$ cat config.mk
export PLATFORM = sky130hd
export DESIGN_NAME = subport_inserter
export DESIGN_NICKNAME = d
export VERILOG_FILES = /design/src/rtl/subport_ins_pkg.sv /design/src/rtl/subport_cell_tracker.sv /design/src/rtl/subport_bit_mapper.sv /design/src/rtl/subport_out_stage.sv /design/src/rtl/subport_inserter.sv
export SDC_FILE = /design/constraint.sdc
export NUM_CORES = 1
export LEC_CHECK = 0
export ABC_AREA = 1
export CORE_MARGIN = 5
export CORE_UTILIZATION = 30
export DETAILED_ROUTE_END_ITERATION = 8
export GPL_TIMING_DRIVEN = 0
export SLEW_MARGIN = 20
export SYNTH_ARGS = -nofsm -noshare
export SYNTH_HDL_FRONTEND = slang
export SYNTH_SLANG_ARGS = --single-unit
export TNS_END_PERCENT = 1
$ cat constraint.sdc
create_clock -name clk -period 4.1 [get_ports clk]
set_input_delay 0.82 -clock clk [delete_from_list [all_inputs] [get_ports clk]]
set_output_delay 0.82 -clock clk [all_outputs]
set_load 0.01 [all_outputs]
$ cat src/rtl/subport_ins_pkg.sv
// Package: shared sizes and the configuration record for the subport
// inserter. Assumes a byte-wide stream and a header of at most eight bytes.
package subport_ins_pkg;
    parameter int unsigned SPI_PORT_W   = 5;
    parameter int unsigned SPI_WID_W    = $clog2(SPI_PORT_W + 1);
    parameter int unsigned SPI_BASE_HDR = 4;
    parameter int unsigned SPI_TAG_HDR  = 8;
    parameter int unsigned SPI_IDX_W    = $clog2(SPI_TAG_HDR) + 1;
    parameter int unsigned SPI_POS_W    = SPI_IDX_W + 3;

    typedef struct packed {
        logic                 tag_on;
        logic [2:0]           start_byte;
        logic [2:0]           bit_loc;
        logic [SPI_WID_W-1:0] width;
    } ins_cfg_t;

    // Map out-of-range width codes onto the full port width.
    function automatic logic [SPI_WID_W-1:0] norm_width(input logic [SPI_WID_W-1:0] w);
        if (w == '0 || w > SPI_WID_W'(SPI_PORT_W))
            return SPI_WID_W'(SPI_PORT_W);
        return w;
    endfunction
endpackage

$ cat src/rtl/subport_cell_tracker.sv
// Cell tracker: counts byte positions within a cell and holds the settings
// taken at start-of-cell. The start-of-cell byte itself sees the live inputs.
// Assumes in_soc is only meaningful together with in_valid.
module subport_cell_tracker
    import subport_ins_pkg::*;
(
    input  logic                  clk,
    input  logic                  rst_n,
    input  logic                  in_valid,
    input  logic                  in_soc,
    input  ins_cfg_t              live_cfg,
    input  logic [SPI_PORT_W-1:0] live_port,
    output logic [SPI_IDX_W-1:0]  byte_idx,
    output ins_cfg_t              eff_cfg,
    output logic [SPI_PORT_W-1:0] eff_port
);
    localparam logic [SPI_IDX_W-1:0] IDX_MAX = '1;

    logic [SPI_IDX_W-1:0]  cnt_q;
    ins_cfg_t              cfg_q;
    logic [SPI_PORT_W-1:0] port_q;

    // Count bytes after start-of-cell (saturating) and capture settings.
    always_ff @(posedge clk) begin
        if (!rst_n) begin
            cnt_q  <= IDX_MAX;
            cfg_q  <= '0;
            port_q <= '0;
        end else if (in_valid) begin
            if (in_soc) begin
                cnt_q  <= SPI_IDX_W'(1);
                cfg_q  <= live_cfg;
                port_q <= live_port;
            end else if (cnt_q != IDX_MAX) begin
                cnt_q <= cnt_q + 1'b1;
            end
        end
    end

    // Select live settings on the start byte, held settings afterwards.
    always_comb begin
        byte_idx = in_soc ? '0 : cnt_q;
        eff_cfg  = in_soc ? live_cfg : cfg_q;
        eff_port = in_soc ? live_port : port_q;
    end
endmodule

$ cat src/rtl/subport_bit_mapper.sv
// Bit mapper: purely combinational. For each bit of the current byte it
// decides whether that bit belongs to the subport field and, if so, which
// port bit it carries. Assumes byte_idx saturates past the header region.
module subport_bit_mapper
    import subport_ins_pkg::*;
(
    input  logic [SPI_IDX_W-1:0]  byte_idx,
    input  ins_cfg_t              cfg,
    input  logic [SPI_PORT_W-1:0] port,
    input  logic [7:0]            din,
    output logic [7:0]            dout
);
    logic [SPI_WID_W-1:0]  w_eff;
    logic [SPI_PORT_W-1:0] fld_al;
    logic [SPI_POS_W-1:0]  first_pos;
    logic [SPI_IDX_W-1:0]  hdr_len;
    logic                  in_hdr;

    // Left-align the field and locate its MSB offset within the header.
    always_comb begin
        w_eff     = norm_width(cfg.width);
        fld_al    = port << (SPI_PORT_W - 32'(w_eff));
        first_pos = SPI_POS_W'({cfg.start_byte, 3'b000}) + SPI_POS_W'(3'd7 - cfg.bit_loc);
        hdr_len   = cfg.tag_on ? SPI_IDX_W'(SPI_TAG_HDR) : SPI_IDX_W'(SPI_BASE_HDR);
        in_hdr    = byte_idx < hdr_len;
    end

    for (genvar j = 0; j < 8; j++) begin : g_bit
        logic [SPI_POS_W-1:0]  abs_pos;
        logic [SPI_POS_W-1:0]  rel;
        logic [SPI_PORT_W-1:0] sh;
        logic                  hit;
        // Per-bit offset test and selection of the matching port bit.
        assign abs_pos = {byte_idx, 3'(7 - j)};
        assign rel     = abs_pos - first_pos;
        assign sh      = fld_al << rel;
        assign hit     = in_hdr && (abs_pos >= first_pos) && (rel < SPI_POS_W'(w_eff));
        assign dout[j] = hit ? sh[SPI_PORT_W-1] : din[j];
    end
endmodule

$ cat src/rtl/subport_out_stage.sv
// Output stage: the single pipeline register for data and framing.
// Assumes start-of-cell is qualified by valid before it is forwarded.
module subport_out_stage (
    input  logic       clk,
    input  logic       rst_n,
    input  logic       in_valid,
    input  logic       in_soc,
    input  logic [7:0] din,
    output logic       out_valid,
    output logic       out_soc,
    output logic [7:0] out_data
);
    // Register the modified byte and its qualifiers.
    always_ff @(posedge clk) begin
        if (!rst_n) begin
            out_valid <= 1'b0;
            out_soc   <= 1'b0;
            out_data  <= '0;
        end else begin
            out_valid <= in_valid;
            out_soc   <= in_valid && in_soc;
            out_data  <= din;
        end
    end
endmodule

$ cat src/rtl/subport_inserter.sv
// Top: inserts the originating port number into a programmable header
// field of each received cell, with one cycle of latency. Assumes the
// neighbour supplies the port number and settings with the start byte.
module subport_inserter
    import subport_ins_pkg::*;
(
    input  logic                  clk,
    input  logic                  rst_n,
    input  logic                  in_valid,
    input  logic                  in_soc,
    input  logic [7:0]            in_data,
    input  logic [SPI_PORT_W-1:0] in_port,
    input  logic                  cfg_tag_on,
    input  logic [5:0]            cfg_pos,
    input  logic [SPI_WID_W-1:0]  cfg_width,
    output logic                  out_valid,
    output logic                  out_soc,
    output logic [7:0]            out_data
);
    ins_cfg_t              live_cfg;
    ins_cfg_t              eff_cfg;
    logic [SPI_IDX_W-1:0]  byte_idx;
    logic [SPI_PORT_W-1:0] eff_port;
    logic [7:0]            mapped;

    // Gather the configuration pins into one record.
    always_comb begin
        live_cfg.tag_on     = cfg_tag_on;
        live_cfg.start_byte = cfg_pos[2:0];
        live_cfg.bit_loc    = cfg_pos[5:3];
        live_cfg.width      = cfg_width;
    end

    subport_cell_tracker u_trk (
        .clk       (clk),
        .rst_n     (rst_n),
        .in_valid  (in_valid),
        .in_soc    (in_soc),
        .live_cfg  (live_cfg),
        .live_port (in_port),
        .byte_idx  (byte_idx),
        .eff_cfg   (eff_cfg),
        .eff_port  (eff_port)
    );

    subport_bit_mapper u_map (
        .byte_idx (byte_idx),
        .cfg      (eff_cfg),
        .port     (eff_port),
        .din      (in_data),
        .dout     (mapped)
    );

    subport_out_stage u_out (
        .clk       (clk),
        .rst_n     (rst_n),
        .in_valid  (in_valid),
        .in_soc    (in_soc),
        .din       (mapped),
        .out_valid (out_valid),
        .out_soc   (out_soc),
        .out_data  (out_data)
    );
endmodule

Word-level counts from Yosys, hierarchy flattened. Index checks and enable logic that the tools add are counted.

$add $sub $neg: 12. Equal/unequal tests: 1. Reduce and logical (&&, ||, !) cells: 21. Magnitude comparators: 18. Shifts and indexed selects: 9. Muxes and demuxes: 17.

Operators by type and width (number): $ge A7 B7 Y1 (8); $lt A7 B3 Y1 (8); $shl A5 B7 Y5 (8); $sub A7 B7 Y7 (8); $shl A5 B32 Y5 (1); $logic_and A1 B1 Y1 (17); $mux W4 (4); $mux W10 (1); $mux W1 (9); $sub A3 B3 Y4 const A (2); $add A6 B7 Y7 (1); $mux W3 (2); $mux W5 (1); $add A4 B1 Y4 const B (1); $lt A4 B4 Y1 (1); $ne A4 B4 Y1 const B (1); $gt A3 B3 Y1 const B (1); $logic_not A3 Y1 (1); $reduce_and A2 Y1 (1); $reduce_bool A2 Y1 (1); $logic_or A1 B1 Y1 (1).

Output and inout port bits: 10. Input bits: 27. Flip-flop bits (word level): 29. Word-level logic and storage cells: 87.

Logic depth before layout (Yosys ltp).
Word-level depth: 9. Mapped depth: 23. Depth with buffers taken out: 21.

Hierarchy. From an unflattened synthesis, not the netlist that was laid out.

Cells, all modules: 528. Area total of the unflattened synthesis: 3348.2 sq um.

Modules (own cells, without submodules): subport_bit_mapper (cells each 356, area each 2031.9 sq um, times used 1, sequential area each 0.0 sq um); subport_cell_tracker (cells each 141, area each 1019.7 sq um, times used 1, sequential area each 380.4 sq um); subport_out_stage (cells each 31, area each 296.5 sq um, times used 1, sequential area each 200.2 sq um).

Worst setup path before layout. OpenSTA, ideal clock, no wires.

Path type: input -> register. From: input port in_soc. To: register u_out.out_data[6]. Data required time: 4030 ps. Slack: 875 ps. Arrival time: 3154 ps. Cell stages on the path: 16. Path buffers: 3. Library setup time: 70 ps. Path through: buf_6 > buf_6 > o21ai_0 > inv_1 > ha_1 > buf_2 > nand2_1 > nor2_1 > nor2_2 > xor2_1 > nor2_1 > nand3_1 > nor3_1 > nand2_1 > nand3b_1 > a21oi_1.

RTL lines: start: declaration (RTL line subport_inserter.sv:10) `input logic in_soc,`; end signal: assignment (RTL line subport_out_stage.sv:22) `out_data <= din;`; end: declaration (RTL line subport_out_stage.sv:11) `output logic [7:0] out_data`.

==> results.txt <==
Leakage: 1.88 nW
Final Setup Violations: 0
Total die area: 12800 um^2
Post-CTS setup buffers: 0
Outcome: finished, final reports clean
Crit path launch type: primary input
Pins Over Slew Limit: 0
Die Height: 113 um
Nets: 603
GRT Overall Usage: 14.7%
Area share of and/or/nand/nor cells after synthesis: 32.6%
Post-route ant nets: 0
DR vias/cell: 4.85
Total gr overflow: 0
Area delta synth->final: 20.6%
Hold EP: u_trk.port_q[4]
CTS H-tree depth: 2
Final-report hold violation count: 0
Largest net degree at the start of global routing: 17
Post-Layout Cell Count: 681
Antenna violations before repair: 0
Clk Latency, worst-skew pair: 0.29 ns
Worst hold path type: reg2reg
Clk sinks: 29
Max Cap Viol: 0
CP Max Fanout: 12
XOR/XNOR share of the synthesized area: 4.63%
CTS clk-pin slew, worst paths: 0.08 ns
Vias in the first global route: 3115
FF-to-FF path depth: 12
FMAX: 253 MHz
CTS tree: built
Synthesized area: 3190 um^2
Worst Setup Path Type: in2reg
Final wirelength: 9.26 mm
Synth async-reset ratio: 0%
Synth cell count leaders: 125 x nand2_1, 72 x inv_1, 36 x nor2_1
RR Endpoint: u_out.out_data[4]
EDFF count, synth: 0
Core Region: 10400 um^2
Setup WS post-layout: 0.146 ns
Hold depth: 2
PD cells: 322 nW/um^2
Clock Root Buffer: clkbuf_8
Worst Max-Slew Pin Slew: 0.541 ns
Mean Syn Cell Area: 6.35 um^2
Adder-cell area share of the yosys netlist: 13.0%
Worst Path Required: 4.30 ns
Fin crit share: 96.4%
Synth area leader: dfxtp_1
Most numerous cell in the Yosys netlist: nand2_1
Area occupied by multi-input gates: 2230 um^2
Post-synthesis sequential area ratio: 18.2%
Worst reg2reg startpoint: u_trk.cfg_q[5]
Area contributors post-synth: dfxtp_1 18%, nand2_1 15%, ha_1 12%
Hold path start: u_trk.port_q[4]
Syn Nets: 561
Setup Skew: 0.00971 ns
Unrepaired setup endpoints after global routing: true
Grt met3 use: 3.26%
I/O pins: 37
Synthesized flop and latch total: 29
GRT met2 Usage: 23.1%
Register-to-register setup slack: 1.07 ns
Initial Utilization: 30.8%
Cts bufs inserted: 5
WP data arrival: 4.16 ns
GR Util met1: 20.3%
CTS Buffer Depth: 2
Final Core Density: 37.1%
Setup slack at placement: -0.222 ns
# DRC: 0
Vias: 3302
DRT Pass-1 Iters: 4
Fin Hold WS: 0.488 ns
Width of the die: 113 um
Reg area: 581 um^2
Relative slew slack: 64.0%
Peak VDD IR: 0.000192 V
Tmin final: 3.95 ns
Largest family of logic cells by synthesized area: simple AND/OR/NAND/NOR gates
Synth unique cells: 45
DP Cell Count: 673
First-pass GRT wire length: 15.3 mm
Synth Area in Compound Gates: 18.2%
Prevailing post-synth register cell: dfxtp_1
Synthesized instance count: 502
Initial DRC Count: 194
Fraction of layout cells with a size suffix above 1: 8.62%
Wire per inst: 13.6 um
Mux cell area share after synthesis: 0.942%
Layer with the highest usage: met2
Layout fillers: 1159
GPL Wtd Cong: 0.914
Number of cell rows: 37
Top cell type's share of synthesized area: 18.2%
Number of diodes: 0
Hpwl dp: 7.37 mm
Buffers on Ports: 35
Yosys warns: 0
CP endpoint kind: register
[flip-flops by register name, indices dropped and copies added, names as in the netlist]
name and flops:
u_out.out_valid 1, u_trk.cfg_q 10, u_out.out_soc 1, u_trk.port_q 5, u_trk.cnt_q 4, u_out.out_data 8
[timing repair]
action	in CTS	in global routing
setup endpoints to repair	0	8
resized for setup	0	4
hold buffers	0	0
[critical path: stages]
cell             delay [ns]
clkdlybuf4s50_1        0.43
buf_6                  0.16
buf_8                  0.15
o21ai_4                0.40
inv_1                  0.30
fa_1                   0.60
o21ai_2                0.32
xor2_1                 0.18
nand3_1                0.14
nor3_2                 0.23
nand2_1                0.07
nor2_1                 0.09
o21ai_1                0.07
a21oi_1                0.19
[cell type report]
cell class,count,share of cell area [%]
multi-input cells,380,58.0
plain buffers,15,2.64
clock inverters,2,0.976
flip-flops and latches,29,15.1
clock buffers,6,2.15
repair buffers,35,9.11
well taps,136,4.43
inverters,78,7.61
[layout by cell type, fill, tap and decap left out, types with 29 or more instances in the layout]
| master | netlist | final |
|---|---|---|
| inv_1 | 72 | 72 |
| o21ai_0 | 31 | 30 |
| nand3_1 | 33 | 33 |
| dfxtp_1 | 29 | 29 |
| ha_1 | 30 | 30 |
| nand2_1 | 125 | 125 |
| clkdlybuf4s50_1 | 0 | 35 |
| nor2_1 | 36 | 35 |
| a21oi_1 | 33 | 33 |
[stage by stage]
step / total power (W) / setup TNS [ns] / instance area, um^2
final: 0.00124 / 0 / 3840
after global routing: 0.00133 / -0.0166 / 3840
after CTS: 0.00124 / 0 / 3830
after detailed placement: 0.000904 / -0.867 / 3710
after global placement: 0.000900 / -0.764 / 3710
after floorplan: 0.000746 / 0 / 3190
[power breakdown]
part | switching (W) | internal [W]
Clock | 0.000133 | 0.000198
Combinational | 0.000374 | 0.000220
Sequential | 0.00000864 | 0.000304
[kinds of logic (layout without fill, tap and decap cells)]
group | after synthesis | after routing
adders and majority gates | 32 | 32
muxes | 3 | 3
buffers and inverters | 93 | 136
xor gates and xnor gates | 16 | 16
and+or+nand+nor | 232 | 232
DFF | 29 | 29
AOI/OAI and AO/OA | 97 | 97
[how the worst max path moves through the flow]
stage | start | to | slack, ns | depth (start not counted)
after floorplan | in_soc | u_out.out_data[6] | 0.88 | 16
after global placement | in_soc | u_out.out_data[6] | -0.22 | 17
after detailed placement | in_soc | u_out.out_data[6] | -0.22 | 17
final | in_soc | u_out.out_data[4] | 0.15 | 14
after global routing | in_soc | u_out.out_data[4] | -0.02 | 14
after CTS | in_soc | u_out.out_data[6] | 0.06 | 17
[metal layers]
metal  routed length (um)  up-vias
met3                  464       11
met1                 4490     1494
met4                  143        0
li1                     -     1723
met5                    0        -
met2                 4170       74
No activity file was read; power rests on OpenSTA's default activity.
